--- config.mk ---
export PLATFORM = sky130hd
export DESIGN_NAME = secded_dec
export DESIGN_NICKNAME = d
export VERILOG_FILES = /design/src/rtl/secded_pkg.sv /design/src/rtl/secded_enc.sv /design/src/rtl/secded_dec.sv
export SDC_FILE = /design/constraint.sdc
export NUM_CORES = 1
export LEC_CHECK = 0
export ABC_AREA = 1
export BUFFER_PORTS_ARGS = -buffer_cell sky130_fd_sc_hd__buf_2
export CORE_UTILIZATION = 45
export DETAILED_ROUTE_END_ITERATION = 12
export PLACE_DENSITY = 0.77
export SKIP_LAST_GASP = 1
export SLEW_MARGIN = 20
export SYNTH_ARGS = -nofsm -noshare
export SYNTH_HDL_FRONTEND = slang
export SYNTH_SLANG_ARGS = --single-unit
export TNS_END_PERCENT = 50
--- constraint.sdc ---
create_clock -name vclk -period 8
set_clock_uncertainty 0.2 [all_clocks]
set_input_delay 0.8 -clock vclk [all_inputs]
set_output_delay 0.8 -clock vclk [all_outputs]
set_load 0.01 [all_outputs]
--- src/rtl/secded_pkg.sv ---
package secded_pkg;
  localparam int DATA_W = 32;
  localparam int ECC_W  = 7;
  localparam int WORD_W = DATA_W + ECC_W;
  localparam int SYN_W  = ECC_W + 1;

  typedef logic [DATA_W-1:0][ECC_W-1:0] col_arr_t;

  // fixed columns first, then free weight-3 codes in ascending order
  function automatic col_arr_t build_cols();
    col_arr_t c;
    logic [DATA_W-1:0] taken;
    c = '0;
    taken = '0;
    c[0]  = 7'h43; c[1] = 7'h45; c[2] = 7'h46; c[3] = 7'h49;
    c[4]  = 7'h4a; c[5] = 7'h4c; c[6] = 7'h51; c[7] = 7'h52;
    c[8]  = 7'h54; c[21] = 7'h4f; c[31] = 7'h07;
    taken[8:0] = '1;
    taken[21]  = 1'b1;
    taken[31]  = 1'b1;
    for (int v = 1; v < (1 << ECC_W); v++) begin
      logic [ECC_W-1:0] code;
      logic used;
      logic placed;
      code = ECC_W'(v);
      used = 1'b0;
      for (int i = 0; i < DATA_W; i++)
        if (taken[i] && c[i] == code) used = 1'b1;
      if ($countones(code) == 3 && !used) begin
        placed = 1'b0;
        for (int i = 0; i < DATA_W; i++)
          if (!placed && !taken[i]) begin
            c[i] = code;
            taken[i] = 1'b1;
            placed = 1'b1;
          end
      end
    end
    return c;
  endfunction

  localparam col_arr_t DCOL = build_cols();
endpackage

--- src/rtl/secded_enc.sv ---
module secded_enc
  import secded_pkg::*;
(
  input  logic [DATA_W-1:0] data_i,
  output logic [ECC_W-1:0]  ecc_o
);
  for (genvar j = 0; j < ECC_W; j++) begin : g_row
    logic [DATA_W-1:0] mask;
    for (genvar i = 0; i < DATA_W; i++) begin : g_bit
      assign mask[i] = DCOL[i][j];
    end
    assign ecc_o[j] = ^(data_i & mask);
  end
endmodule

--- src/rtl/secded_dec.sv ---
module secded_dec
  import secded_pkg::*;
(
  input  logic [DATA_W-1:0] data_i,
  input  logic [ECC_W-1:0]  ecc_i,
  output logic [DATA_W-1:0] data_o,
  output logic              sbe_o,
  output logic              mbe_o,
  output logic [SYN_W-1:0]  syn_o
);
  logic [ECC_W-1:0]  ecc_calc;
  logic [ECC_W-1:0]  h;
  logic [DATA_W-1:0] hit_d;
  logic              nz, odd, hit_c, fixable;

  secded_enc u_enc (.data_i(data_i), .ecc_o(ecc_calc));

  assign h   = ecc_calc ^ ecc_i;
  assign nz  = |h;
  assign odd = ^h;

  for (genvar i = 0; i < DATA_W; i++) begin : g_hit
    assign hit_d[i] = (h == DCOL[i]);
  end

  assign hit_c   = nz && ((h & (h - ECC_W'(1))) == '0);
  assign fixable = odd && (hit_c || (|hit_d));

  assign data_o = data_i ^ hit_d;
  assign sbe_o  = fixable;
  assign mbe_o  = nz && !fixable;
  assign syn_o  = {nz && !odd, h};  // bit 7: even-weight non-zero syndrome
endmodule

==> flow_summary.json <==
{
  "rows": 27,
  "status": "completed",
  "netlist_area_sq_mm": 0.00262,
  "slowest_stage": "or2_2",
  "relSlewSlack_pct": 70.3,
  "wl_per_cell_um": 12.1,
  "grt_max_degree": 11,
  "drv_slew": 0,
  "cp_num_buf_inv": 5,
  "finalPower_uw": 445,
  "crit_path_start": "data_i[1]",
  "die_w_um": 78.3,
  "hold_buffers": 0,
  "seq_cells": 0,
  "avgViaCountPerCell": 4.96,
  "cp_num_cells": 22,
  "startpoint_type": "primary input",
  "hold_viol_final": 0,
  "yosysTopAreaCell": "nand2_1",
  "p_leak_nw": 1.85,
  "drt_wl_total_um": 7630,
  "syn_area_per_cell_sq_um": 5.44,
  "grt_remaining_overflow": 0,
  "num-nets-final": 604,
  "grt_usage_pct": 24.8,
  "hp-start": "data_i[22]",
  "core_sq_mm": 0.00557,
  "syn_inst": 481,
  "yosys.cell_count.top_type": "nand2_1",
  "endpoint_kind": "primary output",
  "ys_types": 34,
  "antenna_cells": 0,
  "hold_class": "in2out",
  "arrival_ns": 3.60,
  "dp_hpwl_um": 6700,
  "vias": 3114,
  "grt_pass1_wl_um": 12300,
  "cts_resized": 0,
  "grt_pass1_vias": 2719,
  "cpPeakStageDelay_ns": 0.31,
  "path_cells": "buf_2, inv_1, nand2_1, nand3_1, nand2_1, xor2_1, or2_2, nand2_1, nand2_1, nand2_1, inv_1, ha_1, nand4_2, inv_1, nand2_1, nand2_1, nor2_1, nand2_1, nor2_1, nand3_1, and2_1, buf_2",
  "initial_core_util_pct": 47.0,
  "ant_nets": 0,
  "gp_congestion": 0.964,
  "die_y_um": 78.3,
  "fin_util_pct": 55.2,
  "tns_ns": 0,
  "ys_top_cells_by_area": "nand2_1 (27%), xor2_1 (15%), nand3_1 (9.0%)",
  "boundaryPins": 81,
  "die-area_sq_mm": 0.00613,
  "ys_seq_area_share_pct": 0,
  "critical_path_class": "in2out",
  "fin_crit_ns": 4.60,
  "critPathMostFrequentCell": "nand2_1",
  "final_layout_size_suffix_gt1_share_pct": 27.5,
  "seqCellArea_sq_um": 0,
  "drt_pass1_iterations": 4,
  "cts_setup_buffers": 0,
  "critPathTopFamily": "simple AND/OR/NAND/NOR gates",
  "layout_setup_ws_ns": 3.40,
  "cp.required_ns": 7.00,
  "synth_top_area_share_pct": 27.4,
  "syn_to_final_growth_pct": 17.5,
  "synth.net_count": 527,
  "hold_depth": 3,
  "peakVddDrop_mv": 0.154,
  "antenna_found_initial": 0,
  "yosys_warnings": 0,
  "timing.hold.ws_ns": 1.73,
  "fin_crit_sh_pct": 57.5,
  "n_fill_cell": 605,
  "route.detailed.drc": 0,
  "drt_iter0_markers": 232,
  "finalSetupViolCount": 0,
  "rsz0062_at_grt": "false",
  "crit_fanout": 5,
  "ys_top_cells_by_count": "nand2_1 (191), nand3_1 (47), inv_1 (44), xor2_1 (44), nor2_1 (30)",
  "worstMarginPinSlew_ns": 0.442,
  "min_to": "data_o[22]",
  "cellPowerDensity_mw_per_mm2": 145,
  "max_freq_ghz": 0.217,
  "num-clock-buffers": 0,
  "dp_worst_setup_slack_ns": 3.46,
  "max_cap_viol_count": 0,
  "port_buffers": 81
}
[metrics by stage]
stage	std cells	cell area (sq um)
2_1_floorplan	481	2620
3_3_place_gp	628	3080
3_5_place_dp	628	3080
4_1_cts	628	3080
5_1_grt	628	3080
6_report	628	3080
[cell type report]
type                            count  area, sq um  share of cell area [%]
Tap cell                           72         90.1                    2.93
Inverter                           64          248                    8.05
Multi-Input combinational cell    411         2330                    75.9
Timing Repair Buffer               81          405                    13.2
[placed cells by master, fill, tap and decap left out, drive strengths merged]
cell	instances
nand2	215
o31ai	1
xor2	45
o21ai	2
inv	63
xnor2	20
nand3	63
ha	7
a21oi	11
nor2	36
and2	1
nand3b	4
or2	4
buf	81
clkinv	1
nand4	2
[layer usage]
layer | GRT usage [%] | vias to the layer above | share of wire (%)
li1 | - | 1626 | -
met1 | 33.5 | 1387 | 46
met2 | 44.6 | 97 | 48
met3 | 0.349 | 4 | 5.3
met4 | 3.70 | 0 | 0.76
met5 | 0 | - | 0
[worst max-delay path by stage]
| stage | end | slack (ns) |
|---|---|---|
| CTS | sbe_o | 3.45 |
| floorplan | mbe_o | 3.98 |
| detailed placement | sbe_o | 3.46 |
| global placement | sbe_o | 3.55 |
| global route | mbe_o | 3.10 |
| finish | sbe_o | 3.40 |
[tightest hold or removal path: stages]
cell,delay [ns]
buf_2,0.13
xor2_1,0.07
buf_2,0.13
[kinds of logic after synthesis]
group / count (synthesis) / synth area share (%)
AND/OR/NAND/NOR: 325 / 60.6
buffers and inverters: 70 / 10.8
XOR/XNOR: 65 / 22.3
AO/OA/AOI/OAI: 14 / 2.91
adder cells (fa/ha/maj): 7 / 3.34
[where the power goes]
| group | switching (mW) | total (mW) | internal, mW |
|---|---|---|---|
| clock | 0 | 0 | 0 |
| sequential | 0 | 0 | 0 |
| combinational | 0.292 | 0.445 | 0.153 |
(Power assumes the default switching activity.)
